## src/rtl/decade_split_pkg.sv

```systemverilog
package decade_split_pkg;
   typedef enum logic [1:0] {
      LINK_NONE = 2'b00,
      LINK_BCD  = 2'b01,
      LINK_BIQ  = 2'b10,
      LINK_RSVD = 2'b11
   } link_mode_e;

   localparam int LO_MODULUS = 2;
   localparam int HI_MODULUS = 5;
   localparam int LO_WIDTH   = $clog2(LO_MODULUS);
   localparam int HI_WIDTH   = $clog2(HI_MODULUS);
   localparam int Q_WIDTH    = LO_WIDTH + HI_WIDTH;
endpackage

```

## src/rtl/fall_strobe.sv

```systemverilog
module fall_strobe #(
   parameter int   SYNC_STAGES = 2,
   parameter logic IDLE_LEVEL  = 1'b1
) (
   input  logic clk,
   input  logic rst_n,
   input  logic pin,
   output logic strobe
);
   generate
      if (SYNC_STAGES < 2) begin : g_bad_depth
         $error("fall_strobe: SYNC_STAGES must be at least 2");
      end
   endgenerate

   localparam int LAST = SYNC_STAGES - 1;

   logic [SYNC_STAGES-1:0] chain;
   logic                   prev;

   generate
      genvar i;
      for (i = 0; i < SYNC_STAGES; i++) begin : g_sync
         if (i == 0) begin : g_first
            always_ff @(posedge clk or negedge rst_n) begin
               if (!rst_n) chain[i] <= IDLE_LEVEL;
               else        chain[i] <= pin;
            end
         end else begin : g_next
            always_ff @(posedge clk or negedge rst_n) begin
               if (!rst_n) chain[i] <= IDLE_LEVEL;
               else        chain[i] <= chain[i-1];
            end
         end
      end
   endgenerate

   always_ff @(posedge clk or negedge rst_n) begin
      if (!rst_n) prev <= IDLE_LEVEL;
      else        prev <= chain[LAST];
   end

   assign strobe = prev & ~chain[LAST];
endmodule

```

## src/rtl/mod_stage.sv

```systemverilog
module mod_stage #(
   parameter int MODULUS    = 5,
   parameter int WIDTH      = $clog2(MODULUS),
   parameter int PRESET_VAL = 4
) (
   input  logic             clk,
   input  logic             rst_n,
   input  logic             step,
   input  logic             force_zero,
   input  logic             force_preset,
   output logic [WIDTH-1:0] count,
   output logic             at_last
);
   generate
      if (MODULUS < 2) begin : g_bad_mod
         $error("mod_stage: MODULUS must be at least 2");
      end
      if (PRESET_VAL >= MODULUS || PRESET_VAL < 0) begin : g_bad_preset
         $error("mod_stage: PRESET_VAL out of range");
      end
      if ((1 << WIDTH) < MODULUS) begin : g_bad_width
         $error("mod_stage: WIDTH too small for MODULUS");
      end
   endgenerate

   localparam logic [WIDTH-1:0] LAST_VAL = WIDTH'(MODULUS - 1);
   localparam logic [WIDTH-1:0] SET_VAL  = WIDTH'(PRESET_VAL);

   logic [WIDTH-1:0] count_nxt;

   assign at_last = (count == LAST_VAL);

   always_comb begin
      count_nxt = count;
      if (force_preset)    count_nxt = SET_VAL;
      else if (force_zero) count_nxt = '0;
      else if (step)       count_nxt = at_last ? '0 : count + WIDTH'(1);
   end

   always_ff @(posedge clk or negedge rst_n) begin
      if (!rst_n) count <= '0;
      else        count <= count_nxt;
   end
endmodule

```

## src/rtl/link_router.sv

```systemverilog
module link_router
   import decade_split_pkg::*;
(
   input  link_mode_e mode,
   input  logic       strobe_lo,
   input  logic       strobe_hi,
   input  logic       lo_last,
   input  logic       hi_last,
   input  logic       hold,
   output logic       step_lo,
   output logic       step_hi
);
   logic raw_lo;
   logic raw_hi;

   always_comb begin
      unique case (mode)
         LINK_BCD: begin
            raw_lo = strobe_lo;
            raw_hi = strobe_lo & lo_last;
         end
         LINK_BIQ: begin
            raw_lo = strobe_hi & hi_last;
            raw_hi = strobe_hi;
         end
         default: begin
            raw_lo = strobe_lo;
            raw_hi = strobe_hi;
         end
      endcase
   end

   assign step_lo = raw_lo & ~hold;
   assign step_hi = raw_hi & ~hold;
endmodule

```

## src/rtl/decade_split_counter.sv

```systemverilog
module decade_split_counter
   import decade_split_pkg::*;
#(
   parameter int   SYNC_STAGES = 2,
   parameter logic IDLE_LEVEL  = 1'b1
) (
   input  logic                clk,
   input  logic                rst_n,
   input  logic                edge_in_a,
   input  logic                edge_in_b,
   input  logic                zero_req_a,
   input  logic                zero_req_b,
   input  logic                nine_req_a,
   input  logic                nine_req_b,
   input  logic [1:0]          link_mode,
   output logic [Q_WIDTH-1:0]  q
);
   localparam int NUM_INPUTS = 2;

   logic [NUM_INPUTS-1:0] pins;
   logic [NUM_INPUTS-1:0] fall_hit;
   logic                  clear_on;
   logic                  preset_on;
   logic                  hold;
   logic                  step_lo;
   logic                  step_hi;
   logic                  lo_last;
   logic                  hi_last;
   logic [LO_WIDTH-1:0]   lo_count;
   logic [HI_WIDTH-1:0]   hi_count;
   link_mode_e            mode;

   assign pins      = {edge_in_b, edge_in_a};
   assign clear_on  = zero_req_a & zero_req_b;
   assign preset_on = nine_req_a & nine_req_b;
   assign hold      = clear_on | preset_on;
   assign mode      = link_mode_e'(link_mode);

   generate
      genvar k;
      for (k = 0; k < NUM_INPUTS; k++) begin : g_edge
         fall_strobe #(
            .SYNC_STAGES (SYNC_STAGES),
            .IDLE_LEVEL  (IDLE_LEVEL)
         ) u_fall (
            .clk    (clk),
            .rst_n  (rst_n),
            .pin    (pins[k]),
            .strobe (fall_hit[k])
         );
      end
   endgenerate

   link_router u_router (
      .mode      (mode),
      .strobe_lo (fall_hit[0]),
      .strobe_hi (fall_hit[1]),
      .lo_last   (lo_last),
      .hi_last   (hi_last),
      .hold      (hold),
      .step_lo   (step_lo),
      .step_hi   (step_hi)
   );

   mod_stage #(
      .MODULUS    (LO_MODULUS),
      .WIDTH      (LO_WIDTH),
      .PRESET_VAL (1)
   ) u_lo (
      .clk          (clk),
      .rst_n        (rst_n),
      .step         (step_lo),
      .force_zero   (clear_on),
      .force_preset (preset_on),
      .count        (lo_count),
      .at_last      (lo_last)
   );

   mod_stage #(
      .MODULUS    (HI_MODULUS),
      .WIDTH      (HI_WIDTH),
      .PRESET_VAL (4)
   ) u_hi (
      .clk          (clk),
      .rst_n        (rst_n),
      .step         (step_hi),
      .force_zero   (clear_on),
      .force_preset (preset_on),
      .count        (hi_count),
      .at_last      (hi_last)
   );

   assign q = {hi_count, lo_count};
endmodule

```

## config.mk

```make
export PLATFORM = sky130hd
export DESIGN_NAME = decade_split_counter
export DESIGN_NICKNAME = d
export VERILOG_FILES = /design/src/rtl/decade_split_pkg.sv /design/src/rtl/fall_strobe.sv /design/src/rtl/mod_stage.sv /design/src/rtl/link_router.sv /design/src/rtl/decade_split_counter.sv
export SDC_FILE = /design/constraint.sdc
export NUM_CORES = 1
export LEC_CHECK = 0
export ABC_AREA = 1
export CORE_AREA = 2 2 39 41
export CTS_CLUSTER_DIAMETER = 120
export CTS_CLUSTER_SIZE = 12
export DETAILED_ROUTE_END_ITERATION = 8
export DIE_AREA = 0 0 41 43
export GPL_ROUTABILITY_DRIVEN = 1
export GPL_TIMING_DRIVEN = 0
export MAX_ROUTING_LAYER = met4
export PLACE_DENSITY_LB_ADDON = 0.05
export SLEW_MARGIN = 20
export SYNTH_ARGS = -nofsm -noshare
export SYNTH_HDL_FRONTEND = slang
export SYNTH_HIERARCHICAL = 1
export SYNTH_SLANG_ARGS = --single-unit
```

## constraint.sdc

```tcl
create_clock -name clk -period 3.95 [get_ports clk]
set_clock_uncertainty 0.05 [all_clocks]
set_input_delay 0.79 -clock clk [delete_from_list [all_inputs] [get_ports clk]]
set_output_delay 0.79 -clock clk [all_outputs]
set_load 0.005 [all_outputs]
```

# Word-level counts from Yosys, hierarchy flattened

Cells that the tools add are included.

Logic and storage cells: 37
Input port bits: 10
Flip-flop bits (word level): 10

Add/sub/neg operators: 2
Bitwise gates (word level): 12
Equal/unequal tests: 3
Reduce and logical (&&, ||, !) cells: 2
Multiplexer cells: 10

Operator list:

| cell                                           | number |
|---|---|
| 2-to-1 mux 3 bit                               | 4 |
| bitwise AND 1 bit                              | 8 |
| 2-to-1 mux 1 bit                               | 6 |
| nonzero test 3 bit                             | 2 |
| adder 3 x 1 -> 3 bit (second input constant)   | 1 |
| == test 3 bit (second input constant)          | 1 |
| NOT 1 bit                                      | 3 |
| == test 2 x 1 -> 1 bit (second input constant) | 1 |
| == test 2 bit (second input constant)          | 1 |
| adder 1 bit (second input constant)            | 1 |
| OR 1 bit                                       | 1 |

# Logic depth before layout (Yosys ltp)

Depth after elaboration: 8
Depth in mapped cells: 12

# By module

Netlist, hierarchy kept.

By module, submodules not included:

| module               | area each (um2) | cells each | instances |
|---|---|---|---|
| mod_stage (u_hi)     | 190.2           | 26         | 1 |
| fall_strobe          | 88.8            | 5          | 2 |
| link_router          | 71.3            | 19         | 1 |
| mod_stage (u_lo)     | 63.8            | 10         | 1 |
| decade_split_counter | 26.3            | 6          | 1 |

# Worst setup path before layout

No wires, ideal clock.

Kind: input to register
Start: input nine_req_a
End: register u_hi.count[2]
Library setup time: 0.077 ns
Cell stages on the path: 9
Arrival time: 1.431 ns
Setup slack: 2.391 ns
Required time: 3.823 ns
Path through: nand2_1 nand2_1 inv_1 nand2_1 nor2_1 inv_1 nand2_1 nor2_1 a21oi_1

Longest elaborated chain between the ends: 5
Elaborated cells between the ends (all ways): 6
Classes of those cells: mux (1); bitwise (4); reduce/logical (1)

RTL lines:

| element                      | line                       | text |
|---|---|---|
| start, declared              | decade_split_counter.sv:13 | `input logic nine_req_a,` |
| bitwise AND 1 bit            | decade_split_counter.sv:35 | `assign preset_on = nine_req_a & nine_req_b;` |
| OR 1 bit                     | decade_split_counter.sv:36 | `assign hold = clear_on \| preset_on;` |
| via hold                     | decade_split_counter.sv:24 | `logic hold;` |
| NOT 1 bit                    | link_router.sv:34          | `assign step_hi = raw_hi & ~hold;` |
| bitwise AND 1 bit            | link_router.sv:34          |  |
| via step_hi                  | decade_split_counter.sv:26 | `logic step_hi;` |
| nonzero test 3 bit (no line) | n/a                        |  |
| end signal, assigned         | mod_stage.sv:42            | `else count <= count_nxt;` |
| end, declared                | mod_stage.sv:11            | `output logic [WIDTH-1:0] count,` |

The timed path passes the listed nets, and every way through them passes these cells.
A chain may end at the register's enable or synchronous reset.

# Final worst setup path

Start: register u_lo.count (netlist: u_lo/at_last)
End: output q[0]

RTL lines:

| element                | line                       | text |
|---|---|---|
| start, declared        | mod_stage.sv:11            |  |
| start signal, assigned | mod_stage.sv:42            |  |
| end, declared          | decade_split_counter.sv:16 | `output logic [Q_WIDTH-1:0] q` |

No word-level cell between the ends.

==> reports/results.txt <==
DPL Wire Length = 686 um
critical setup path kind = reg2out
CTS Sinks = 10
RSZ-0062 raised after global routing = false
Syn Nets = 83
nets = 101
initial antenna violation count = 0
Reg clk slew, reported paths = 60 ps
Fin Setup TNS = 0 ps
clock latency at the later pin of the worst-skew pair = 260 ps
global-route wire length before repair = 1.40 mm
WP data required = 3110 ps
post-cts resize count = 0
CTS tree = yes
Seq/Total Area, Yosys = 0.487
Vias = 421
Post-CTS Repair Setup Buffers = 0
P_leak = 0.385 nW
#FFs+latches synth = 10
IO Pins = 14
Clock Path Buffers = 2
CP startpoint = u_lo/at_last
Cell Area, Placed = 679 um^2
DIE HEIGHT = 43 um
TritonRoute pass-1 iters = 2
# fillers = 140
WP data arrival = 1330 ps
Synth Cell Area = 529 um^2
Worst Hold Class = reg2reg
R2R Path Start = g_edge[1].u_fall/prev
# placed instances = 100
H-tree depth = 1
row count = 14
Final Max Tran Viols = 0
CP endpoint kind = output port
post-route cell area = 706 um^2
worst slew pin tran = 411 ps
Final ANT Viol Nets = 0
final setup vio count = 0
Yosys cell types = 12
die area = 0.00176 mm^2
Core ar. = 0.00138 mm^2
Yosys warnings = 6
ant diodes = 0
via count of the first global-routing pass = 363
# port buffers = 13
Avg Cell Area, Syn = 7.45 um^2
routed vias/inst = 4.05
status = finished, final reports clean
max cap viols = 0
Mapped Cells = 71
min-delay src = g_edge[0].u_fall/chain[0]
total power draw = 250 uW
die width = 41 um
CTS Buf Count = 3
routability cong. = 0.650
DRC Markers = 0
largest net degree at the start of global routing = 11
initial core utilization = 0.382
period utilisation layout = 0.549
fmax = 0.461 GHz
Total GRT Usage = 0.127
DR WL/cell = 7.75 um
Max-Slew Margin vs Limit = 0.725
pwr/cell area = 354 mW/mm^2
Non-Filler Instances = 104
layout cell share with drive strength beyond 1 = 0.159
global route total overflow = 0
Total Routed Length = 806 um
CTS Hold Bufs = 0
Final Hold Viols = 0
Worst VDD drop = 0.194 mV
crit start category = flop
Period minus WS final = 2170 ps
area added between synthesis and finish = 33.3%
clk root buf = clkbuf_4
Crit Path Max Fanout = 4
initial DRC count = 2
[routing by layer]
layer	up-vias	global-route usage	wire (um)
met4	0	0.0600	6
met3	2	0.0785	53
li1	236	-	-
met5	-	-	0
met2	8	0.178	393
met1	175	0.136	351
[final cells by class]
type	instances	area, um^2	area share
sequential	10	258	0.365
multi-input combinational	39	181	0.257
timing repair buffer	13	130	0.184
inverter	20	75.1	0.106
clock buffer	4	26.3	0.0372
tap	16	20.0	0.0284
buffer	2	15.0	0.0213
[cell usage in the layout (no fill, tap or decap)]
cell	instances
inv_1	20
nand2_1	18
clkdlybuf4s50_1	13
nor2_1	9
dfstp_2	6
dfrtp_1	4
clkbuf_4	3
nor2_2	3
buf_4	2
nand3_1	2
o21ai_0	2
a21oi_1	2
ha_1	2
clkbuf_1	1
nand4_1	1
[logic make-up (layout without fill, tap and decap cells)]
family,after synthesis,in the layout,share of synthesized area
fa+ha+maj,2,2,0.0473
simple gates,33,33,0.258
buf+inv,22,39,0.170
flops,10,10,0.487
compound gates,4,4,0.0378
[critical path: stages, from the launching register on]
cell             delay [ps]
dfrtp_1                 400
buf_4                   130
buf_4                   110
clkdlybuf4s50_1         430
[worst paths after layout]
path,to,slack (ps),cells after the start
hold reg to reg,g_edge[0].u_fall/chain[1],310,0
max in group asynchronous,g_edge[1].u_fall/prev,2750,1
setup reg to reg,u_hi/count[2],2500,10
hold / removal,g_edge[0].u_fall/chain[1],310,0
setup / recovery,q[0],1780,3
min in group asynchronous,u_hi/count[0],780,1
[metrics by stage]
step           setup slack [ps]  hold WS (ps)   util
4_1_cts                    1760           308  0.510
6_report                   1780           306  0.510
3_5_place_dp               1810           299  0.491
5_1_grt                    1720           309  0.510
2_1_floorplan              2390           295      -
3_3_place_gp               1840           296  0.491
[Yosys cell counts (all sizes together)]
cell / count / area, um^2
nand3: 2 / 10.0
nand4: 1 / 6.26
ha: 2 / 25.0
nor2: 12 / 52.6
inv: 20 / 75.1
a21oi: 2 / 10.0
dfrtp: 4 / 100
dfstp: 6 / 158
buf: 2 / 15.0
nand2: 18 / 67.6
o21ai: 2 / 10.0
[power by group]
| part | internal, mW | switching, mW | total (mW) |
|---|---|---|---|
| combinational | 0.0330 | 0.0256 | 0.0586 |
| sequential | 0.114 | 0.00747 | 0.121 |
| clock | 0.0389 | 0.0313 | 0.0701 |
| total | 0.185 | 0.0643 | 0.250 |
[state kept, by name, summed over array words and instances (netlist names)]
signal,count
g_edge.u_fall/prev,2
u_lo/at_last,1
g_edge.u_fall/chain,4
u_hi/count,3
No activity file was read; power rests on OpenSTA's default activity.
